<file path="config.mk">
export PLATFORM = sky130hd
export DESIGN_NAME = cop_mailbox_bridge
export DESIGN_NICKNAME = d
export VERILOG_FILES = /design/src/rtl/cmb_pkg.sv /design/src/rtl/cmb_tile_perm.sv /design/src/rtl/cmb_mbox_regs.sv /design/src/rtl/cop_mailbox_bridge.sv
export SDC_FILE = /design/constraint.sdc
export NUM_CORES = 1
export LEC_CHECK = 0
export ABC_CLOCK_PERIOD_IN_PS = 2100
export BUFFER_PORTS_ARGS = -buffer_cell sky130_fd_sc_hd__buf_2
export CAP_MARGIN = 20
export CORE_MARGIN = 10
export CORE_UTILIZATION = 35
export CTS_BUF_LIST = sky130_fd_sc_hd__clkbuf_4 sky130_fd_sc_hd__clkbuf_8 sky130_fd_sc_hd__clkbuf_16
export DETAILED_ROUTE_END_ITERATION = 12
export PLACE_DENSITY = 0.64
export REMOVE_ABC_BUFFERS = 1
export SYNTH_ARGS = -nofsm -noshare
export SYNTH_HDL_FRONTEND = slang
export SYNTH_SLANG_ARGS = --single-unit
</file>
<file path="constraint.sdc">
create_clock -name clk -period 2.1 [get_ports clk]
set_input_delay 0.105 -clock clk [delete_from_list [all_inputs] [get_ports clk]]
set_output_delay 0.105 -clock clk [all_outputs]
set_load 0.005 [all_outputs]
</file>
<file path="src/rtl/cmb_pkg.sv">
package cmb_pkg;
   localparam int TILE_IW = 15;

   typedef enum logic [2:0] {
      RG_NONE,
      RG_RAM,
      RG_TILE_A,
      RG_TILE_B,
      RG_MBOX,
      RG_IO
   } region_e;
endpackage

</file>
<file path="src/rtl/cmb_tile_perm.sv">
module cmb_tile_perm
   import cmb_pkg::*;
#(
   parameter int VARIANT = 0
) (
   input  logic [TILE_IW-1:0] word_idx,
   output logic [TILE_IW-1:0] ram_idx
);
   generate
      if (VARIANT == 0) begin : g_perm_a
         // 6-bit column field moves down, 5-bit row field moves up
         assign ram_idx = {word_idx[14:12], word_idx[5:1], word_idx[11:6], word_idx[0]};
      end else if (VARIANT == 1) begin : g_perm_b
         // 6-bit column field moves down, 4-bit row field moves up
         assign ram_idx = {word_idx[14:11], word_idx[4:1], word_idx[10:5], word_idx[0]};
      end else begin : g_bad
         $error("cmb_tile_perm: VARIANT must be 0 or 1");
         assign ram_idx = word_idx;
      end
   endgenerate
endmodule

</file>
<file path="src/rtl/cmb_mbox_regs.sv">
module cmb_mbox_regs #(
   parameter int DW = 16
) (
   input  logic          clk,
   input  logic          rst_n,
   input  logic          h_rd,
   input  logic          h_wr,
   input  logic [2:0]    h_woff,
   input  logic [DW-1:0] h_wdata,
   input  logic [DW-1:0] cop_set,
   input  logic [DW-1:0] cop_clr,
   input  logic          cop_xfer_we,
   input  logic [DW-1:0] cop_xfer_wdata,
   output logic [DW-1:0] rd_data,
   output logic [DW-1:0] xfer,
   output logic [DW-1:0] status,
   output logic          rel_mbox
);
   localparam logic [DW-1:0] POSTED_BIT = DW'(2);
   localparam logic [DW-1:0] ACK_BIT    = DW'(1);

   logic xfer_hit, stat_hit, wr_x, rd_s;
   logic [DW-1:0] host_set, host_clr, status_n, xfer_n;

   assign xfer_hit = (h_woff[2:1] == 2'b00);
   assign stat_hit = (h_woff == 3'b010);
   assign wr_x     = h_wr && xfer_hit;
   assign rd_s     = h_rd && stat_hit;
   assign host_set = wr_x ? POSTED_BIT : '0;
   assign host_clr = rd_s ? ACK_BIT : '0;

   always_comb begin
      status_n = (status & ~host_clr & ~cop_clr) | host_set | cop_set;
      if (wr_x)             xfer_n = h_wdata;
      else if (cop_xfer_we) xfer_n = cop_xfer_wdata;
      else                  xfer_n = xfer;
   end

   always_ff @(posedge clk) begin
      if (!rst_n) begin
         xfer     <= '0;
         status   <= '0;
         rd_data  <= '0;
         rel_mbox <= 1'b0;
      end else begin
         xfer     <= xfer_n;
         status   <= status_n;
         rel_mbox <= wr_x;
         if (h_rd)
            rd_data <= xfer_hit ? xfer : (stat_hit ? status : '0);
      end
   end

   AST_POSTED_ON_XFER: assert property (@(posedge clk) disable iff (!rst_n)
      wr_x |=> status[1]);
   AST_READ_CLEARS_ACK: assert property (@(posedge clk) disable iff (!rst_n)
      (rd_s && !cop_set[0]) |=> !status[0]);
   AST_COP_SET_WINS: assert property (@(posedge clk) disable iff (!rst_n)
      cop_set[0] |=> status[0]);
   AST_RELEASE_ONE_SHOT: assert property (@(posedge clk) disable iff (!rst_n)
      (rel_mbox && !$past(wr_x)) |-> 1'b0);
endmodule

</file>
<file path="src/rtl/cop_mailbox_bridge.sv">
module cop_mailbox_bridge
   import cmb_pkg::*;
#(
   parameter int HOFF_W     = 17,
   parameter int DW         = 16,
   parameter int MBOX_BASE  = 'h05000,
   parameter int WAKE_A_OFF = 'h0fe06,
   parameter int WAKE_B_OFF = 'h0fe08
) (
   input  logic              clk,
   input  logic              rst_n,
   input  logic              host_req,
   input  logic              host_we,
   input  logic              host_byte,
   input  logic              host_sel_ram,
   input  logic              host_sel_tile_a,
   input  logic              host_sel_tile_b,
   input  logic              host_sel_regs,
   input  logic [HOFF_W-1:0] host_off,
   input  logic [DW-1:0]     host_wdata,
   output logic [DW-1:0]     host_rdata,
   output logic              host_rvalid,
   output logic [HOFF_W-2:0] ram_addr,
   output logic              ram_re,
   output logic              ram_we,
   output logic [DW-1:0]     ram_wdata,
   input  logic [DW-1:0]     ram_rdata,
   output logic              io_req,
   output logic              io_we,
   output logic              io_byte,
   output logic [HOFF_W-1:0] io_addr,
   output logic [DW-1:0]     io_wdata,
   input  logic [DW-1:0]     io_rdata,
   input  logic [DW-1:0]     cop_set,
   input  logic [DW-1:0]     cop_clr,
   input  logic              cop_xfer_we,
   input  logic [DW-1:0]     cop_xfer_wdata,
   output logic [DW-1:0]     cop_xfer,
   output logic [DW-1:0]     cop_status,
   output logic              rel_mbox,
   output logic              rel_wake_a,
   output logic              rel_wake_b
);
   localparam int RAM_AW  = HOFF_W - 1;
   localparam int BLK_LSB = 4;
   localparam int HALF_B  = DW / 2;
   localparam logic [HOFF_W-BLK_LSB-1:0] MBOX_TAG = MBOX_BASE[HOFF_W-1:BLK_LSB];

   generate
      if (DW != 16) begin : g_chk_dw
         $error("cop_mailbox_bridge: DW must be 16");
      end
      if (HOFF_W < TILE_IW + 2) begin : g_chk_off
         $error("cop_mailbox_bridge: HOFF_W too small for tile windows");
      end
   endgenerate

   region_e rgn;
   logic    acc_rd, acc_wr, lower_half, wdata_nz;
   logic [TILE_IW-1:0] tile_w;
   logic [TILE_IW-1:0] tidx [2];

   always_comb begin
      if (host_sel_ram)                 rgn = RG_RAM;
      else if (host_sel_tile_a)         rgn = RG_TILE_A;
      else if (host_sel_tile_b)         rgn = RG_TILE_B;
      else if (host_sel_regs)
         rgn = (host_off[HOFF_W-1:BLK_LSB] == MBOX_TAG) ? RG_MBOX : RG_IO;
      else                              rgn = RG_NONE;
   end

   assign acc_rd     = host_req && !host_we;
   assign acc_wr     = host_req && host_we && !host_byte;
   assign tile_w     = host_off[TILE_IW:1];
   assign lower_half = !host_off[HOFF_W-1];
   assign wdata_nz   = |host_wdata;

   for (genvar v = 0; v < 2; v++) begin : g_tile
      cmb_tile_perm #(.VARIANT(v)) u_perm (
         .word_idx (tile_w),
         .ram_idx  (tidx[v])
      );
   end

   always_comb begin
      case (rgn)
         RG_TILE_A: ram_addr = RAM_AW'(tidx[0]);
         RG_TILE_B: ram_addr = RAM_AW'(tidx[1]);
         default:   ram_addr = host_off[HOFF_W-1:1];
      endcase
   end

   assign ram_re    = acc_rd && (rgn == RG_RAM || rgn == RG_TILE_A || rgn == RG_TILE_B);
   assign ram_we    = acc_wr && (rgn == RG_RAM);
   assign ram_wdata = host_wdata;

   assign io_req   = host_req && (rgn == RG_IO);
   assign io_we    = host_we;
   assign io_byte  = host_byte;
   assign io_addr  = host_off;
   assign io_wdata = host_wdata;

   logic [DW-1:0] mbox_rd;

   cmb_mbox_regs #(.DW(DW)) u_regs (
      .clk            (clk),
      .rst_n          (rst_n),
      .h_rd           (acc_rd && rgn == RG_MBOX),
      .h_wr           (acc_wr && rgn == RG_MBOX),
      .h_woff         (host_off[BLK_LSB-1:1]),
      .h_wdata        (host_wdata),
      .cop_set        (cop_set),
      .cop_clr        (cop_clr),
      .cop_xfer_we    (cop_xfer_we),
      .cop_xfer_wdata (cop_xfer_wdata),
      .rd_data        (mbox_rd),
      .xfer           (cop_xfer),
      .status         (cop_status),
      .rel_mbox       (rel_mbox)
   );

   region_e r_rgn;
   logic    r_byte, r_low;

   always_ff @(posedge clk) begin
      if (!rst_n) begin
         r_rgn       <= RG_NONE;
         r_byte      <= 1'b0;
         r_low       <= 1'b0;
         host_rvalid <= 1'b0;
         rel_wake_a  <= 1'b0;
         rel_wake_b  <= 1'b0;
      end else begin
         host_rvalid <= acc_rd;
         if (acc_rd) begin
            r_rgn  <= rgn;
            r_byte <= host_byte;
            r_low  <= host_off[0];
         end
         rel_wake_a <= ram_we && lower_half && wdata_nz && (host_off == HOFF_W'(WAKE_A_OFF));
         rel_wake_b <= ram_we && lower_half && wdata_nz && (host_off == HOFF_W'(WAKE_B_OFF));
      end
   end

   logic [DW-1:0] word_rd;

   always_comb begin
      case (r_rgn)
         RG_RAM, RG_TILE_A, RG_TILE_B: word_rd = ram_rdata;
         RG_MBOX:                      word_rd = mbox_rd;
         RG_IO:                        word_rd = io_rdata;
         default:                      word_rd = '0;
      endcase
      if (r_byte && r_rgn != RG_IO)
         host_rdata = {{HALF_B{1'b0}}, (r_low ? word_rd[HALF_B-1:0] : word_rd[DW-1:HALF_B])};
      else
         host_rdata = word_rd;
   end

   AST_TILE_NO_WRITE: assert property (@(posedge clk) disable iff (!rst_n)
      (host_req && host_we && !host_sel_ram && (host_sel_tile_a || host_sel_tile_b)) |-> !ram_we);
   AST_RVALID_NEXT: assert property (@(posedge clk) disable iff (!rst_n)
      (host_req && !host_we) |=> host_rvalid);
   AST_RVALID_ONLY_AFTER_RD: assert property (@(posedge clk) disable iff (!rst_n)
      host_rvalid |-> $past(host_req && !host_we));
   AST_WAKE_A_NONZERO: assert property (@(posedge clk) disable iff (!rst_n)
      rel_wake_a |-> ($past(host_wdata) != '0));
   AST_WAKE_B_NONZERO: assert property (@(posedge clk) disable iff (!rst_n)
      rel_wake_b |-> ($past(host_wdata) != '0));
   AST_WAKE_EXCLUSIVE: assert property (@(posedge clk) disable iff (!rst_n)
      $onehot0({rel_wake_a, rel_wake_b}));
endmodule

</file>
==> results of run 1 <==
==> path summary, 6_finish.rpt <==
kind	endpoint	from	slack (ns)	cells after the start
worst max-delay path	host_rdata[6]	r_rgn[0]	0.13	5
worst min-delay path	u_regs.status[5]	cop_set[5]	0.006	2
worst max register to register	u_regs.rd_data[4]	u_regs.xfer[4]	1.07	4
worst min register to register	r_byte	r_byte	0.48	2
==> per-layer routing <==
layer,part of all wire [%],up-vias,wire length (um)
met5,0,-,0
met4,1.2,0,181
met3,6.8,15,988
met2,48,171,6950
met1,44,1904,6420
li1,-,2052,-
==> through the flow <==
step / instance area (um2) / setup TNS [ns] / hold slack, ns / util (%)
finish: 5290 / 0 / 0.00576 / 48.2
global route: 5290 / 0 / 0.000899 / 48.2
CTS: 5290 / 0 / 0.00250 / 48.2
detailed placement: 4880 / 0 / 0.319 / 44.4
global placement: 4880 / 0 / 0.313 / 44.4
floorplan: 3400 / -0.388 / 0.182 / -
==> repair_timing <==
item / CTS / global route
endpoints found under the hold margin: 11 / 0
setup endpoints to repair: 0 / 9
hold buffers: 11 / 0
gates resized for setup: 0 / 1
==> cells by family (layout without fill, tap and decap cells) <==
family          after synthesis  count (layout)  synth area share, %
mux                          42              42                 10.7
simple gates                165             165                 24.1
compound gates              124             124                 20.8
flops                        57              57                 28.6
buf+inv                     103             291                 15.8
==> flip-flops by register name, indices dropped and copies added, names as in the netlist <==
| name | flops |
|---|---|
| rel_wake_a | 1 |
| u_regs.xfer | 16 |
| u_regs.rd_data | 16 |
| u_regs.status | 16 |
| u_regs.rel_mbox | 1 |
| rel_wake_b | 1 |
| host_rvalid | 1 |
| r_rgn | 3 |
| r_byte | 1 |
| r_low | 1 |
==> power by group through the flow <==
| stage | sequential, mW | combinational (mW) | clock [mW] |
|---|---|---|---|
| 5_1_grt | 1.18 | 0.715 | 1.54 |
| 2_1_floorplan | 1.19 | 0.227 | 0 |
| 4_1_cts | 1.17 | 0.654 | 1.49 |
| 3_3_place_gp | 1.19 | 0.632 | 0 |
| 6_report | 1.17 | 0.648 | 1.45 |
| 3_5_place_dp | 1.19 | 0.636 | 0 |
==> final cells by class <==
type | instances | area [um2] | share of cell area [%]
well taps | 140 | 175 | 3.31
flip-flops and latches | 57 | 1140 | 21.6
repair buffers | 265 | 1410 | 26.6
clock inverters | 3 | 40.0 | 0.757
inverters | 11 | 41.3 | 0.780
multi-input cells | 331 | 2230 | 42.1
clock buffers | 12 | 260 | 4.92
==> cell usage after synthesis, types with 4 or more instances <==
| master | count | area, um2 |
|---|---|---|
| a21boi_0 | 19 | 143 |
| a21oi_1 | 9 | 45.0 |
| a22o_1 | 8 | 70.1 |
| and2_1 | 12 | 75.1 |
| buf_2 | 5 | 25.0 |
| buf_4 | 57 | 428 |
| clkbuf_1 | 27 | 101 |
| dfxtp_1 | 57 | 1140 |
| inv_1 | 11 | 41.3 |
| mux2_2 | 5 | 56.3 |
| mux2i_1 | 37 | 370 |
| nand2_1 | 56 | 210 |
| nand2b_1 | 24 | 150 |
| nand3_1 | 8 | 40.0 |
| nand3b_1 | 5 | 37.5 |
| nand4b_1 | 11 | 96.3 |
| nor2_1 | 8 | 30.0 |
| nor2b_1 | 20 | 125 |
| nor4_1 | 4 | 25.0 |
| o211ai_1 | 16 | 120 |
| o21a_1 | 14 | 105 |
| o21ai_0 | 25 | 125 |
| o22ai_1 | 27 | 169 |
==> impl_metrics.ini, run 1 <==
[detailed_routing]
vias = 4142
drt_wl_total_um = 14500
wl_per_cell_um = 17.7
viasPerCell = 5.06
drc = 0
ant_nets = 0
firstDrtPassIters = 4
drt_first_iter_violations = 266

[die]
core-area_um2 = 11000
ios = 245
die_y_um = 127
fp-row-count = 38
die-area_um2 = 16100
start_util_pct = 36.3
die_w_um = 127

[pwr]
irDropWorstVdd_v = 0.000487
combPwrFrac_pct = 19.8
power_density_nw_per_um2 = 618
p_clk_share_pct = 44.5
p_int_mw = 2.44
p_leak_nw = 2.40
sw_frac_of_total_pct = 25.4
seq_power_share_pct = 35.7
power_mw = 3.27
p_sw_mw = 0.833

[placed_design]
hpwl_um = 11600
dp_slack_ns = 0.214
gp_congestion = 0.901
dp_cells = 793
io_buffers = 244

[clock_tree]
clk_pin_slew_ns = 0.05
cts_tree = built
h-tree-depth = 3
cts_buffer_depth = 2
cts-root-buf = clkbuf_16
postCtsSetupRepairBufs = 0
cts_buffers = 9
clk_latency_ns = 0.31
cts_sinks = 57

[timing]
worst_clock_skew_ns = 0.00735
fmax_ghz = 0.509
worstMarginPinSlew_ns = 0.639
hold_violations = 0
rsz0062_at_grt = false
period_share_pct = 93.6
timing.final.ws_setup_ns = 0.134
setup_viol = 0
slew_headroom_pct = 57.4
slew_violations = 0
min_period_ns = 1.97

[yosys]
synth_cells = 491
ys_ff_latch = 57
syn_area_um2 = 3990
yosys_warnings = 0
yosysSeqAreaShare_pct = 28.6
synth_cell_type_count = 43
synth-edff-count = 0
async_reset_ff_share_pct = 0
ys.flop_type = dfxtp_1
postSynthAreaPerCell_um2 = 8.13

[global_route]
grt_busiest_layer = met2
grt_use_met2_pct = 28.2
grt_pass1_wl_um = 22500
antenna_found_initial = 0
grt_pass1_vias = 4387
grt_overflow = 0
use_met3_pct = 4.66
grt_use_met1_pct = 20.5
grt_max_degree = 47
gr-usage-all-layers_pct = 16.8

[cells_and_area]
final_nets = 798
layout.cells.non_filler = 819
drive_gt1_share_pct = 41.5
layout_common_cells = buf_2 (244), dfxtp_1 (57), nand2_1 (56)
layout_commonest_cell = buf_2
area_growth_syn_to_layout_pct = 32.6
n_antenna_cell = 0
nFillCells = 1052

[setup_path]
crit_family = flip-flops
path_class = register to output pin
cp_cell_sequence = buf_4, mux2i_1, o22ai_1, a22o_1, buf_2
cp_max_fo = 13
cp-end-kind = output pin
required_ns = 2.00
worstSetupStartpointType = register
slowest_delay_ns = 0.51
slowest_stage = dfxtp_1
crit_arrival_ns = 1.86
crit_buf_inv = 2

[worst_hold_path]
hold_class = primary input to register

[flow_run]
maxCapViolCount = 0

[run_status]
status = finished, final reports clean
Note: power is estimated with default switching activity, not from simulation.
==> run 2: changes to the inputs <==
--- a/config.mk
+++ b/config.mk
@@ -8,11 +8,12 @@
 export ABC_CLOCK_PERIOD_IN_PS = 2100
 export BUFFER_PORTS_ARGS = -buffer_cell sky130_fd_sc_hd__buf_2
 export CAP_MARGIN = 20
+export CELL_PAD_IN_SITES_DETAIL_PLACEMENT = 0
+export CELL_PAD_IN_SITES_GLOBAL_PLACEMENT = 1
 export CORE_MARGIN = 10
-export CORE_UTILIZATION = 35
-export CTS_BUF_LIST = sky130_fd_sc_hd__clkbuf_4 sky130_fd_sc_hd__clkbuf_8 sky130_fd_sc_hd__clkbuf_16
+export CORE_UTILIZATION = 30
 export DETAILED_ROUTE_END_ITERATION = 12
-export PLACE_DENSITY = 0.64
+export PLACE_DENSITY = 0.78
 export REMOVE_ABC_BUFFERS = 1
 export SYNTH_ARGS = -nofsm -noshare
 export SYNTH_HDL_FRONTEND = slang
==> run 2 against run 1 <==
  * Wire length is 1.2% higher
  * Clock skew hardly changed
  * Setup slack better by 0.077 ns
  * Critical path type unchanged
  * Largest cell class unchanged
  * Highest routed layer unchanged
==> impl_metrics.ini, run 2 (same netlist as run 1, synthesis figures left out) <==
[placed_design]
hpwl_um = 11800
dpl_cell_area_um2 = 4940
gp_congestion = 0.911
io_buffers = 244

[timing]
min_period_ns = 1.89
rsz0062_at_grt = false
slew_headroom_pct = 60.3
period_share_pct = 89.9
hold_violations = 0
slew_violations = 0
setup_viol = 0
fin_setup_tns_ns = 0
worst_clock_skew_ns = 0.00755
worstMarginPinSlew_ns = 0.596
fmax_ghz = 0.529

[clock_tree]
cts_buffers = 9
cts_tree = built
cts_buffer_depth = 2
cts-root-buf = clkbuf_16
clk_latency_ns = 0.32
h-tree-depth = 3
cts_sinks = 57
clk_pin_slew_ns = 0.05

[global_route]
grt_overflow = 0
grt_max_degree = 50
antenna_found_initial = 0
gr-usage-all-layers_pct = 15.2
grt_pass1_vias = 4352
grt_pass1_wl_um = 22900

[cells_and_area]
finalInstanceArea_um2 = 5360
n_antenna_cell = 0
area_growth_syn_to_layout_pct = 34.2
nFillCells = 1425
layout_common_cells = buf_2 (244), dfxtp_1 (57), nand2_1 (56)
drive_gt1_share_pct = 41.6
reg.largest.list = u_regs.rd_data x16, u_regs.status x16, u_regs.xfer x16
final_nets = 801
layout_commonest_cell = buf_2

[die]
die_w_um = 135
start_util_pct = 30.4
die_y_um = 135
die-area_um2 = 18300
core-area_um2 = 13100
ios = 245
fp-row-count = 42

[setup_path]
worstSetupStartpointType = register
r2r-start = u_regs.xfer[11]
cp-end-kind = output pin
cp-startpoint = r_rgn[0]
reg2reg_slack_ns = 1.05
r2r_end = u_regs.rd_data[11]
crit_arrival_ns = 1.78
reg2reg_depth = 4
path_class = register to output pin
cp_max_fo = 16
required_ns = 2.00

[detailed_routing]
viasPerCell = 4.81
drc = 0
wl_per_cell_um = 17.1
ant_nets = 0
vias = 4136
drt_first_iter_violations = 147
firstDrtPassIters = 5
drt_wl_total_um = 14700

[worst_hold_path]
whs_path_depth = 2
hold_class = primary input to register
holdPathEnd = u_regs.status[10]
min-delay-start = cop_set[10]

[pwr]
power_density_nw_per_um2 = 603
irDropWorstVdd_v = 0.000362
p_leak_nw = 2.41

[run_status]
status = finished, final reports clean

[flow_run]
maxCapViolCount = 0
-- run 2: layer usage --
metal  track usage (%)  wire length [um]  vias up
met5                 0                 0        -
met4              4.78               270        0
met3              3.75               957       16
met2              25.9              7090      157
met1              18.5              6380     1903
li1                  -                 -     2060
-- run 2: cell type report --
| cell class | count | area, um2 | share of cell area, % |
|---|---|---|---|
| clock buffers | 14 | 284 | 5.30 |
| well taps | 176 | 220 | 4.11 |
| flip-flops and latches | 57 | 1140 | 21.3 |
| repair buffers | 268 | 1430 | 26.7 |
| clock inverters | 2 | 10.0 | 0.187 |
| multi-input cells | 331 | 2230 | 41.6 |
| inverters | 11 | 41.3 | 0.771 |
-- run 2: repair_timing --
item	in CTS	in global routing
buffers inserted	0	0
endpoints found under the hold margin	12	0
endpoints found under the setup margin	0	6
gates resized for setup	0	1
hold buffers	12	0
-- run 2: where the power goes --
group	total (mW)	switching [mW]	internal (mW)	leakage (nW)
sequential	1.17	0.0385	1.13	0.469
combinational	0.656	0.327	0.328	1.79
clock	1.40	0.483	0.922	0.149
total	3.23	0.848	2.38	2.41
-- run 2: worst max path at each step --
stage	cells past startpoint	slack [ns]	end
after global placement	6	0.46	u_regs.xfer[6]
after global routing	5	0.08	host_rdata[5]
after floorplan	4	-0.02	u_regs.xfer[0]
final	5	0.21	host_rdata[4]
after CTS	5	0.13	host_rdata[6]
after detailed placement	6	0.37	u_regs.xfer[14]
-- run 2: worst max-delay path, stage by stage (launching register included) --
cell and delay (ns):
dfxtp_1 0.41, buf_4 0.32, mux2i_1 0.27, o22ai_1 0.11
a22o_1 0.22, buf_2 0.12
-- run 2: metrics by stage --
step	hold slack (ns)	total power, mW	util [%]	worst slack, ns	std cells
global placement	0.315	1.83	37.6	0.462	831
floorplan	0.182	1.42	-	-0.0243	399
CTS	0.00465	3.27	40.8	0.131	859
detailed placement	0.317	1.83	37.6	0.365	831
finish	0.0103	3.23	40.8	0.211	859
global route	0.00568	3.39	40.8	0.0843	859
==> run 3: changes to the inputs <==
--- a/config.mk
+++ b/config.mk
@@ -8,7 +8,7 @@
 export ABC_CLOCK_PERIOD_IN_PS = 2100
 export BUFFER_PORTS_ARGS = -buffer_cell sky130_fd_sc_hd__buf_2
 export CAP_MARGIN = 20
-export CELL_PAD_IN_SITES_DETAIL_PLACEMENT = 0
+export CELL_PAD_IN_SITES_DETAIL_PLACEMENT = 1
 export CELL_PAD_IN_SITES_GLOBAL_PLACEMENT = 1
 export CORE_MARGIN = 10
 export CORE_UTILIZATION = 30
==> run 3 against run 2 <==
  * Non-clock buffer count is the same
  * Combinational power grew 2%
  * Power grew 3.5%
  * Critical path type unchanged
  * Sequential power hardly changed
  * Highest routed layer unchanged
  * Die area did not move
==> impl_metrics.ini, run 3 (same netlist as run 1, synthesis figures left out) <==
[timing]
fin_setup_tns_ns = 0
hold_violations = 0
slew_violations = 0
slew_headroom_pct = 58.8
period_share_pct = 90.8
worst_clock_skew_ns = 0.00869
fmax_ghz = 0.524
setup_viol = 0
min_period_ns = 1.91
timing.hold.ws_ns = 0.00483
rsz0062_at_grt = false
worstMarginPinSlew_ns = 0.618

[cells_and_area]
area_growth_syn_to_layout_pct = 34.6
final_nets = 801
layout.cells.non_filler = 859
n_antenna_cell = 0
drive_gt1_share_pct = 41.4
layout_commonest_cell = buf_2
nFillCells = 1690
multi_input_area_um2 = 2230
layout_common_cells = buf_2 (244), dfxtp_1 (57), nand2_1 (56)
reg.largest.list = u_regs.rd_data x16, u_regs.status x16, u_regs.xfer x16
regArea_um2 = 1140

[die]
die_y_um = 135
start_util_pct = 30.4
core-area_um2 = 13100
die_w_um = 135
die-area_um2 = 18300
fp-row-count = 42
ios = 245

[flow_run]
maxCapViolCount = 0

[clock_tree]
cts_sinks = 57
cts_buffers = 9
clk_pin_slew_ns = 0.05
cts_buffer_depth = 2
clk_latency_ns = 0.32
cts-root-buf = clkbuf_16
h-tree-depth = 3
cts_tree = built
postCtsSetupRepairBufs = 0

[setup_path]
worstSetupStartpointType = register
cp-end-kind = output pin
required_ns = 2.00
cp_max_fo = 16
path_class = register to output pin
crit_arrival_ns = 1.80

[detailed_routing]
viasPerCell = 4.91
wl_per_cell_um = 18.8
vias = 4216
drc = 0
drt_first_iter_violations = 156
firstDrtPassIters = 4
ant_nets = 0
drt_wl_total_um = 16200

[placed_design]
gp_congestion = 0.911
io_buffers = 244
hpwl_um = 13100
dp_cells = 831

[pwr]
p_leak_nw = 2.42
power_mw = 3.34
power_density_nw_per_um2 = 622
irDropWorstVdd_v = 0.000296

[global_route]
grt_pass1_wl_um = 25200
grt_overflow = 0
antenna_found_initial = 0
gr-usage-all-layers_pct = 16.9
grt_pass1_vias = 4649
grt_max_degree = 50

[run_status]
status = finished, final reports clean

[worst_hold_path]
hold_class = primary input to register
[run 3: cell count changes in the layout (fill, tap and decap cells not counted), sizes merged]
cell    change
bufinv      +1
clkinv      -1
[run 3: critical path, stage by stage, from the launching register on]
cell     delay (ns)
dfxtp_1        0.40
buf_4          0.32
mux2i_1        0.28
o22ai_1        0.12
a22o_1         0.22
buf_2          0.13
[run 3: routing by layer]
layer	vias to the layer above	share of wire (%)	GRT usage, %	wire length (um)
met4	0	1.8	5.92	286
met3	23	6.2	4.34	1010
met2	149	51	29.8	8290
li1	2053	-	-	-
met5	-	0	0	0
met1	1991	41	19.2	6600
[run 3: final timing paths]
kind                                   startpoint                 to  slack (ns)  depth (start not counted)
worst min register to register  u_regs.rd_data[5]  u_regs.rd_data[5]        0.49                          2
worst max register to register     u_regs.xfer[3]  u_regs.rd_data[3]        0.99                          4
worst max-delay path                     r_rgn[0]      host_rdata[5]        0.19                          5
worst min-delay path                  cop_set[14]  u_regs.status[14]       0.005                          2
[run 3: cell type report]
type | instances | area share [%]
multi-input combinational | 331 | 41.5
clock inverter | 2 | 0.652
tap | 176 | 4.10
timing repair buffer | 268 | 26.6
inverter | 11 | 0.769
sequential | 57 | 21.2
clock buffer | 14 | 5.10
[run 3: where the power goes]
group | internal (mW) | switching, mW | total [mW]
sequential | 1.13 | 0.0396 | 1.17
clock | 1.01 | 0.489 | 1.50
combinational | 0.329 | 0.343 | 0.671
total | 2.47 | 0.871 | 3.34
[run 3: stage by stage]
step	worst slack, ns	util, %	instance area, um2
4_1_cts	0.0333	40.9	5370
5_1_grt	0.0804	40.9	5370
3_5_place_dp	0.254	37.6	4940
6_report	0.193	40.9	5370
3_3_place_gp	0.462	37.6	4940
2_1_floorplan	-0.0243	-	3400
[run 3: timing repair]
action	4_1_cts	5_1_grt
hold buffers	12	0
endpoints found under the hold margin	12	0
endpoints found under the setup margin	0	16
gates resized for setup	0	1
